<file path="src/rtl/cfr_pkg.sv">
// Package: shared encodings for the clock failure recovery controller.
// Assumes the main-clock select is one bit where 1 means crystal.
package cfr_pkg;
    localparam logic MAIN_XTAL = 1'b1;
    localparam logic MAIN_FRC  = 1'b0;

    // Recovery sequence states
    typedef enum logic [1:0] {
        ST_IDLE = 2'd0,
        ST_DET  = 2'd1,
        ST_MCK  = 2'd2,
        ST_HOLD = 2'd3
    } seq_st_e;
endpackage

</file>
<file path="src/rtl/cfr_fault.sv">
// Module: cfr_fault
// Latches the fault output on a failure event. The latch drops only when a
// clear strobe arrives while the failure is absent.
// Assumes fail_evt is a single-cycle pulse synchronous to clk.
module cfr_fault (
    input  logic clk,
    input  logic rst_n,
    input  logic fail_evt,
    input  logic fail_live,
    input  logic fault_clr,
    output logic fault_q
);
    logic clr_ok;

    // Clear is accepted only when the failure is gone and no event is present
    always_comb begin
        clr_ok = fault_clr && !fail_live && !fail_evt;
    end

    // Fault latch: set dominates clear
    always_ff @(posedge clk) begin
        if (!rst_n) begin
            fault_q <= 1'b0;
        end else if (fail_evt) begin
            fault_q <= 1'b1;
        end else if (clr_ok) begin
            fault_q <= 1'b0;
        end
    end

    AST_FAULT_SET: assert property (@(posedge clk) disable iff (!rst_n)
        fail_evt |=> fault_q);
    AST_FAULT_KEEP_LIVE: assert property (@(posedge clk) disable iff (!rst_n)
        (fault_q && fail_live) |=> fault_q);
    AST_FAULT_FALL_CAUSE: assert property (@(posedge clk) disable iff (!rst_n)
        $fell(fault_q) |-> ($past(fault_clr) && !$past(fail_live)));
endmodule

</file>
<file path="src/rtl/cfr_evt.sv">
// Module: cfr_evt
// Sticky failure-event flag with read-to-clear and a masked interrupt.
// Assumes sr_rd is a one-cycle strobe per status-register read.
module cfr_evt (
    input  logic clk,
    input  logic rst_n,
    input  logic fail_evt,
    input  logic sr_rd,
    input  logic irq_en,
    output logic evt_q,
    output logic irq
);
    // Event flag: a new event beats a simultaneous read
    always_ff @(posedge clk) begin
        if (!rst_n) begin
            evt_q <= 1'b0;
        end else if (fail_evt) begin
            evt_q <= 1'b1;
        end else if (sr_rd) begin
            evt_q <= 1'b0;
        end
    end

    // Interrupt gating by the mask enable
    always_comb begin
        irq = evt_q & irq_en;
    end

    AST_EVT_SET: assert property (@(posedge clk) disable iff (!rst_n)
        fail_evt |=> evt_q);
    AST_EVT_FALL_CAUSE: assert property (@(posedge clk) disable iff (!rst_n)
        $fell(evt_q) |-> $past(sr_rd));
endmodule

</file>
<file path="src/rtl/cfr_seq.sv">
// Module: cfr_seq
// Sequences the clock-source overrides after a failure event. On the PLL path
// the master clock is moved to the main clock one cycle before the main clock
// is moved to the fast RC. Overrides are held until the fault latch clears.
// Assumes fault_act is the registered fault output of cfr_fault.
module cfr_seq
    import cfr_pkg::*;
#(
    parameter int MCK_W    = 2,
    parameter int MCK_MAIN = 1,
    parameter int PLL_LO   = 2
) (
    input  logic             clk,
    input  logic             rst_n,
    input  logic             fail_evt,
    input  logic             fault_act,
    input  logic             main_sel_in,
    input  logic [MCK_W-1:0] mck_sel_in,
    input  logic             rc_en_in,
    output logic             main_sel_out,
    output logic [MCK_W-1:0] mck_sel_out,
    output logic             rc_en_out
);
    localparam logic [MCK_W-1:0] MCK_MAIN_C = MCK_W'(MCK_MAIN);
    localparam logic [MCK_W-1:0] PLL_LO_C   = MCK_W'(PLL_LO);

    seq_st_e st_q, st_d;
    logic    pll_q;
    logic    pll_now;
    logic    ovr_act;

    // Decide at the event edge whether the master clock runs from a crystal PLL
    always_comb begin
        pll_now = (main_sel_in == MAIN_XTAL) && (mck_sel_in >= PLL_LO_C);
    end

    // Next-state logic of the recovery sequence
    always_comb begin
        st_d = st_q;
        case (st_q)
            ST_IDLE: if (fail_evt) st_d = ST_DET;
            ST_DET:  st_d = pll_q ? ST_MCK : ST_HOLD;
            ST_MCK:  st_d = ST_HOLD;
            ST_HOLD: if (!fail_evt && !fault_act) st_d = ST_IDLE;
            default: st_d = ST_IDLE;
        endcase
    end

    // State and path registers
    always_ff @(posedge clk) begin
        if (!rst_n) begin
            st_q  <= ST_IDLE;
            pll_q <= 1'b0;
        end else begin
            st_q <= st_d;
            if (st_q == ST_IDLE && fail_evt) begin
                pll_q <= pll_now;
            end
        end
    end

    // Override application from the current sequence state
    always_comb begin
        ovr_act      = (st_q == ST_MCK) || (st_q == ST_HOLD);
        main_sel_out = (st_q == ST_HOLD) ? MAIN_FRC : main_sel_in;
        mck_sel_out  = (ovr_act && pll_q) ? MCK_MAIN_C : mck_sel_in;
        rc_en_out    = rc_en_in | ovr_act;
    end

    AST_DET_ONE_CYCLE: assert property (@(posedge clk) disable iff (!rst_n)
        (st_q == ST_DET) |=> (st_q == ST_MCK || st_q == ST_HOLD));
    AST_MCK_TO_HOLD: assert property (@(posedge clk) disable iff (!rst_n)
        (st_q == ST_MCK) |=> (st_q == ST_HOLD));
    AST_HOLD_WHILE_FAULT: assert property (@(posedge clk) disable iff (!rst_n)
        (st_q == ST_HOLD && fault_act) |=> (st_q == ST_HOLD));
endmodule

</file>
<file path="src/rtl/cfr_ctrl.sv">
// Module: cfr_ctrl (top)
// Clock failure recovery controller: override sequencing, fault latch,
// sticky event flag with interrupt, and status bits.
// Assumes all inputs are synchronous to the slow clock clk.
module cfr_ctrl #(
    parameter int MCK_W    = 2,
    parameter int MCK_MAIN = 1,
    parameter int PLL_LO   = 2
) (
    input  logic             clk,
    input  logic             rst_n,
    input  logic             fail_evt,
    input  logic             fail_live,
    input  logic             main_sel_in,
    input  logic [MCK_W-1:0] mck_sel_in,
    input  logic             rc_en_in,
    input  logic             irq_en,
    input  logic             sr_rd,
    input  logic             fault_clr,
    output logic             main_sel_out,
    output logic [MCK_W-1:0] mck_sel_out,
    output logic             rc_en_out,
    output logic             irq,
    output logic             fault_out,
    output logic             stat_evt,
    output logic             stat_live,
    output logic             stat_fault
);
    localparam logic [MCK_W-1:0] MCK_MAIN_C = MCK_W'(MCK_MAIN);

    logic fault_q;
    logic evt_q;

    cfr_fault u_fault (
        .clk       (clk),
        .rst_n     (rst_n),
        .fail_evt  (fail_evt),
        .fail_live (fail_live),
        .fault_clr (fault_clr),
        .fault_q   (fault_q)
    );

    cfr_evt u_evt (
        .clk      (clk),
        .rst_n    (rst_n),
        .fail_evt (fail_evt),
        .sr_rd    (sr_rd),
        .irq_en   (irq_en),
        .evt_q    (evt_q),
        .irq      (irq)
    );

    cfr_seq #(
        .MCK_W    (MCK_W),
        .MCK_MAIN (MCK_MAIN),
        .PLL_LO   (PLL_LO)
    ) u_seq (
        .clk          (clk),
        .rst_n        (rst_n),
        .fail_evt     (fail_evt),
        .fault_act    (fault_q),
        .main_sel_in  (main_sel_in),
        .mck_sel_in   (mck_sel_in),
        .rc_en_in     (rc_en_in),
        .main_sel_out (main_sel_out),
        .mck_sel_out  (mck_sel_out),
        .rc_en_out    (rc_en_out)
    );

    // Status and fault outputs
    always_comb begin
        fault_out  = fault_q;
        stat_evt   = evt_q;
        stat_fault = fault_q;
        stat_live  = fail_live;
    end

    AST_RC_WITH_SWITCH: assert property (@(posedge clk) disable iff (!rst_n)
        (main_sel_out != main_sel_in) |-> rc_en_out);
    AST_MCK_ONLY_MAIN: assert property (@(posedge clk) disable iff (!rst_n)
        (mck_sel_out != mck_sel_in) |-> (mck_sel_out == MCK_MAIN_C));
    AST_NO_IRQ_MASKED: assert property (@(posedge clk) disable iff (!rst_n)
        !irq_en |-> !irq);
endmodule

</file>
<file path="config.mk">
export PLATFORM = sky130hd
export DESIGN_NAME = cfr_ctrl
export DESIGN_NICKNAME = d
export VERILOG_FILES = /design/src/rtl/cfr_pkg.sv /design/src/rtl/cfr_fault.sv /design/src/rtl/cfr_evt.sv /design/src/rtl/cfr_seq.sv /design/src/rtl/cfr_ctrl.sv
export SDC_FILE = /design/constraint.sdc
export NUM_CORES = 1
export LEC_CHECK = 0
export BUFFER_PORTS_ARGS = -buffer_cell sky130_fd_sc_hd__buf_4
export CORE_AREA = 2 2 39 41
export DETAILED_ROUTE_END_ITERATION = 7
export DIE_AREA = 0 0 41 43
export PLACE_DENSITY_LB_ADDON = 0.15
export SYNTH_ARGS = -nofsm -noshare
export SYNTH_HDL_FRONTEND = slang
export SYNTH_SLANG_ARGS = --single-unit
export TNS_END_PERCENT = 100
</file>
<file path="constraint.sdc">
create_clock -name clk -period 3.4 [get_ports clk]
set_input_delay 0.51 -clock clk [delete_from_list [all_inputs] [get_ports clk]]
set_output_delay 0.51 -clock clk [all_outputs]
set_load 0.05 [all_outputs]
</file>
==> results.toml, run 1 <==
[route]
drc = 0
ant_nets = 0
wire_per_inst_um = 9.57
routed_wl_um = 727
drtPass1Iterations = 4
vias = 320
via_per_inst = 4.21
drtIter0Drc = 4

[setup_path]
crit_type = "flip-flop to output pin"
reg2reg_from = "u_seq.st_q[1]"
reg2reg_depth = 5
path_max_fanout = 5
cp-start-kind = "flip-flop"
rrSetupSlack_ns = 2.00
arrival_ns = 1.43
crit_required_ns = 2.89
worstSetupEndpoint = "mck_sel_out[1]"
cp-end-kind = "output pin"
regToRegEndpoint = "u_seq.st_q[0]"
setup.worst_path.start = "u_seq.st_q[0]"

[global_routing]
grt_overflow = 0
grtUsageMet3 = 0.0471
grt_pass1_wl_um = 1110
grt.met1_usage = 0.138
grt_pass1_vias = 263
grt_most_used_layer = "met1"
grt_max_degree = 7
grt_util_met2 = 0.109
grt_usage = 0.0964
antenna_found_initial = 0

[clocking]
cts_resized = 0
cts_buffers = 3
h-tree-depth = 1
clock_sinks = 5
cts_tree = "done"
post-cts-setup-buffers = 0
cts_buffer_depth = 2
ctsHoldBuffers = 0
clk-insertion-delay-late_ns = 0.24
cts.clk_slew.worst_paths_ns = 0.04
cts_root_buffer = "clkbuf_4"

[logic_synthesis]
yosysSeqAreaShare = 0.294
syn-num-nets = 55
avgSynthCellArea_um2 = 8.73
synth_seq_cells = 5
synth_top_area_share = 0.294
synth.distinct_cells = 19
synth_top_cell_by_area = "dfxtp_1"
synth_area_um2 = 340
ys_warn_count = 0
synthCells = 39
ys_top_cells_by_area = "dfxtp_1, ha_1, nor2b_1, buf_4, o21a_1"

[timing]
slew_violations = 0
whs_ns = 0.482
max_freq_mhz = 514
hold_viol_final = 0
slew_headroom = 0.813
tns_ns = 0
tightest_slew_ns = 0.280
final.min_clock_period_ns = 1.94
setup_viol = 0
rsz0062_at_grt = "false"
fin_ws_ns = 1.46
fin_crit_sh = 0.572
clock_skew_ns = 0.00390

[pwr]
p_int_uw = 189
comb_power_share = 0.526
swShare = 0.432
clkPwrFrac = 0.202
pwr-share-seq = 0.272
p_leak_nw = 0.243
net-switching-power_uw = 144
powerDensity_mw_per_mm2 = 647
vdd_drop_max_uv = 234

[flow_run]
drv_cap = 0

[die]
io_pins = 20
core_mm2 = 0.00138
initial_core_util = 0.246
rows = 14
fp.dieH_um = 43
die_x_um = 41
die_area_mm2 = 0.00176

[placed_design]
numPortBuffers = 19
dp_cells = 72
gp_congestion = 0.757
dp.final_hpwl_um = 586
dp_slack_ns = 1.69

[finish]
num-nets-final = 77
stdcell_count = 76
final_common_cell = "buf_4"
final_cell_mix = "buf_4, ha_1, dfxtp_1"
area_delta_synth_final_pct = 51.1
filler_cell_count = 141
n_antenna_cell = 0
drive_above_1_share = 0.367

[worst_hold_path]
hold_path_class = "flip-flop to flip-flop"

[outcome]
status = "finished, final reports clean"
## registers in the layout, indices dropped and copies added, names as in the netlist
register	count
u_fault.fault_q	1
u_seq.pll_q	1
u_seq.st_q	2
u_evt.evt_q	1
## worst min path at each step
stage	start	endpoint	slack (ns)	depth (start not counted)
floorplan	u_seq.pll_q	u_seq.pll_q	0.45	2
global placement	u_seq.pll_q	u_seq.pll_q	0.49	2
detailed placement	u_seq.pll_q	u_seq.pll_q	0.48	2
CTS	u_seq.pll_q	u_seq.pll_q	0.49	2
global route	rst_n	u_evt.evt_q	0.53	2
finish	u_seq.pll_q	u_seq.pll_q	0.48	2
## routing by layer
metal,part of all wire,up-vias
met3,0.081,2
met1,0.47,135
met5,0,-
li1,-,173
met2,0.44,10
met4,0.0069,0
## kinds of logic (layout without fill, tap and decap cells)
kind of cell               count (synthesis)  count (layout)  share of synthesized area
AOI/OAI and AO/OA                         10              10                      0.217
buffers and inverters                      5              26                     0.0772
DFF                                        5               5                      0.294
adders and majority gates                  5               5                      0.184
and+or+nand+nor                           14              14                      0.228
## through the flow
step            util  total power [mW]  area (um2)
5_1_grt        0.372             0.368         514
4_1_cts        0.372             0.339         514
6_report       0.372             0.333         514
2_1_floorplan      -             0.222         340
3_5_place_dp   0.353             0.268         488
3_3_place_gp   0.353             0.271         488
## area by class of cell
type	count	area [um2]	share of cell area
multi-input combinational	29	214	0.416
timing repair buffer	19	143	0.277
sequential	5	100	0.195
clock buffer	4	26.3	0.0511
tap	16	20.0	0.0389
inverter	3	11.3	0.0219
## critical path, stage by stage, from the launching register on
cell and delay [ns]:
dfxtp_1 0.35, inv_1 0.10, ha_1 0.21, o21ai_0 0.20
and2_1 0.15, buf_4 0.19
## cells in the mapped netlist
cell and instances:
or3_1 1, and2_1 2, o311a_1 1, o31ai_1 2, nor2b_1 4, nor2_1 1
dfxtp_1 5, o21a_1 2, nand2_1 3, inv_1 3, a211o_1 1, a21oi_1 1
a21boi_0 1, o211ai_1 1, nand4_1 1, nand2b_1 2, o21ai_0 1, ha_1 5
buf_4 2
## power groups by stage
stage / registers, mW / clock network (mW) / logic [mW]
CTS: 0.0906 / 0.0718 / 0.177
global placement: 0.0913 / 0 / 0.180
floorplan: 0.0933 / 0 / 0.129
global route: 0.0937 / 0.0747 / 0.200
finish: 0.0905 / 0.0673 / 0.175
detailed placement: 0.0917 / 0 / 0.176
(Power assumes the default switching activity.)
==> inputs of run 2 (changes only) <==
--- a/config.mk
+++ b/config.mk
@@ -5,6 +5,7 @@
 export SDC_FILE = /design/constraint.sdc
 export NUM_CORES = 1
 export LEC_CHECK = 0
+export ABC_AREA = 1
 export BUFFER_PORTS_ARGS = -buffer_cell sky130_fd_sc_hd__buf_4
 export CORE_AREA = 2 2 39 41
 export DETAILED_ROUTE_END_ITERATION = 7
==> constraint.sdc (replaced) <==
create_clock -name clk -period 1.7 [get_ports clk]
set_input_delay 0.255 -clock clk [delete_from_list [all_inputs] [get_ports clk]]
set_output_delay 0.255 -clock clk [all_outputs]
set_load 0.05 [all_outputs]
==> run 2 against run 1 <==
Clock power rose by 110%. Clock skew rose by 0.0040 ns. Register-to-register slack got worse by 1.4 ns. Power rose by 100%. Non-clock buffer count did not move.
==> results.toml, run 2 <==
[timing]
rsz0062_at_grt = "false"
hold_viol_final = 0
final.min_clock_period_ns = 1.61
max_freq_mhz = 622
tns_ns = 0
setup_viol = 0
slew_violations = 0
whs_ns = 0.263
clock_skew_ns = 0.00787
tightest_slew_ns = 0.170
fin_crit_sh = 0.946
fin_ws_ns = 0.0917
slew_headroom = 0.886

[logic_synthesis]
ys_warn_count = 0
synthTopCellsByCount = "inv_1, nand2_1, nor2_1, dfxtp_1, ha_1"
async_flop_share = 0
ys.flop_type = "dfxtp_1"
yosysSeqAreaShare = 0.274
avgSynthCellArea_um2 = 6.77
synth_top_area_share = 0.274
synthCells = 54
synth_area_um2 = 365
synth_top_cell_by_area = "dfxtp_1"
synth.most_common_cell = "inv_1"
synth.distinct_cells = 17
syn-num-nets = 70
synth-edff-count = 0
synth_seq_cells = 5
ys_top_cells_by_area = "dfxtp_1, ha_1, inv_1, nand2_1, nor2_1"

[die]
io_pins = 20
initial_core_util = 0.264
rows = 14
die_area_mm2 = 0.00176
core_mm2 = 0.00138
fp.dieH_um = 43
die_x_um = 41

[setup_path]
path_cells = "inv_2 > ha_1 > inv_1 > a21oi_2 > or2_4 > buf_8"
setup.worst_path.start = "u_seq.st_q[0]"
crit_required_ns = 1.44
cp-end-kind = "output pin"
arrival_ns = 1.35
critPathMaxStageDelay_ns = 0.36
path_buf_inv = 3
path_max_fanout = 5
reg2reg_from = "u_seq.st_q[1]"
slowest_stage = "dfxtp_4"
crit_family = "flip-flops"
crit_type = "flip-flop to output pin"
cp-start-kind = "flip-flop"

[route]
via_per_inst = 4.08
wire_per_inst_um = 8.20
drtIter0Drc = 6
routed_wl_um = 746
drc = 0
ant_nets = 0
vias = 371
drtPass1Iterations = 2

[finish]
stdcell_count = 91
final_cell_mix = "buf_4, inv_1, nand2_1"
drive_above_1_share = 0.440
final_common_cell = "buf_4"
largest-register = "u_seq.st_q"
filler_cell_count = 141
n_antenna_cell = 0
num-nets-final = 92
area_delta_synth_final_pct = 53.4
largest_register_ffs = 2
post-route-util = 0.405
final_area_um2 = 561

[global_routing]
grt_usage = 0.103
grt_max_degree = 6
antenna_found_initial = 0
grt_pass1_wl_um = 1190
grt_pass1_vias = 306
grt_overflow = 0

[placed_design]
gp_congestion = 0.734
post_dp_cell_area_um2 = 513
numPortBuffers = 19
dp_slack_ns = 0.166
dp_cells = 87
dp.final_hpwl_um = 615

[pwr]
vdd_drop_max_uv = 515
powerDensity_mw_per_mm2 = 1190
power.total_uw = 669
p_leak_nw = 0.301

[clocking]
cts.clk_slew.worst_paths_ns = 0.04
h-tree-depth = 1
clk-insertion-delay-late_ns = 0.24
cts_tree = "done"
cts_buffers = 3
ctsHoldBuffers = 0
clock_sinks = 5
cts_root_buffer = "clkbuf_4"
post-cts-setup-buffers = 0
cts_resized = 4
cts_buffer_depth = 2

[worst_hold_path]
hp-start = "sr_rd"
hold_path_class = "primary input to flip-flop"

[flow_run]
drv_cap = 0

[outcome]
status = "finished, final reports clean"
==> run 2: cell types whose count changed after synthesis, moves of 4 or more <==
cell	previous run	this run
inv_1	3	11
nor2_1	1	7
nand2_1	3	8
nor2b_1	4	0
==> run 2: area by class of cell <==
class,instances,area [um2],area share
flip-flops and latches,5,105,0.188
repair buffers,19,150,0.268
multi-input cells,34,210,0.375
clock buffers,4,26.3,0.0469
inverters,13,48.8,0.0871
well taps,16,20.0,0.0357
==> run 2: metal layers <==
metal	routed length, um	vias to the layer above	GRT usage
li1	-	203	-
met1	331	153	0.125
met2	328	15	0.134
met3	85	0	0.0942
met4	0	0	0.0200
met5	0	-	0
==> run 2: worst register-to-register path, stage by stage, from the launching register on <==
cell     delay [ns]
dfxtp_2        0.36
inv_1          0.09
ha_1           0.21
nand2_2        0.09
inv_2          0.03
nor2_2         0.11
nand2_1        0.07
a21oi_2        0.11
==> run 2: kinds of logic (layout without fill, tap and decap cells) <==
| group | count (synthesis) | count (layout) | synth area share |
|---|---|---|---|
| buf+inv | 15 | 36 | 0.175 |
| simple gates | 22 | 22 | 0.267 |
| flops | 5 | 5 | 0.274 |
| fa+ha+maj | 5 | 5 | 0.171 |
| compound gates | 7 | 7 | 0.113 |
==> run 2: worst paths after layout <==
path                            cells past startpoint              to  slack, ns
worst max-delay path                                6  mck_sel_out[0]       0.09
worst min-delay path                                4     u_evt.evt_q       0.26
worst max register to register                      7   u_seq.st_q[0]       0.56
worst min register to register                      2     u_evt.evt_q       0.47
==> run 2: power by group <==
group / total (mW) / internal, mW / switching [mW]
combinational: 0.345 / 0.130 / 0.215
clock: 0.140 / 0.0889 / 0.0510
sequential: 0.184 / 0.154 / 0.0293
total: 0.669 / 0.373 / 0.296
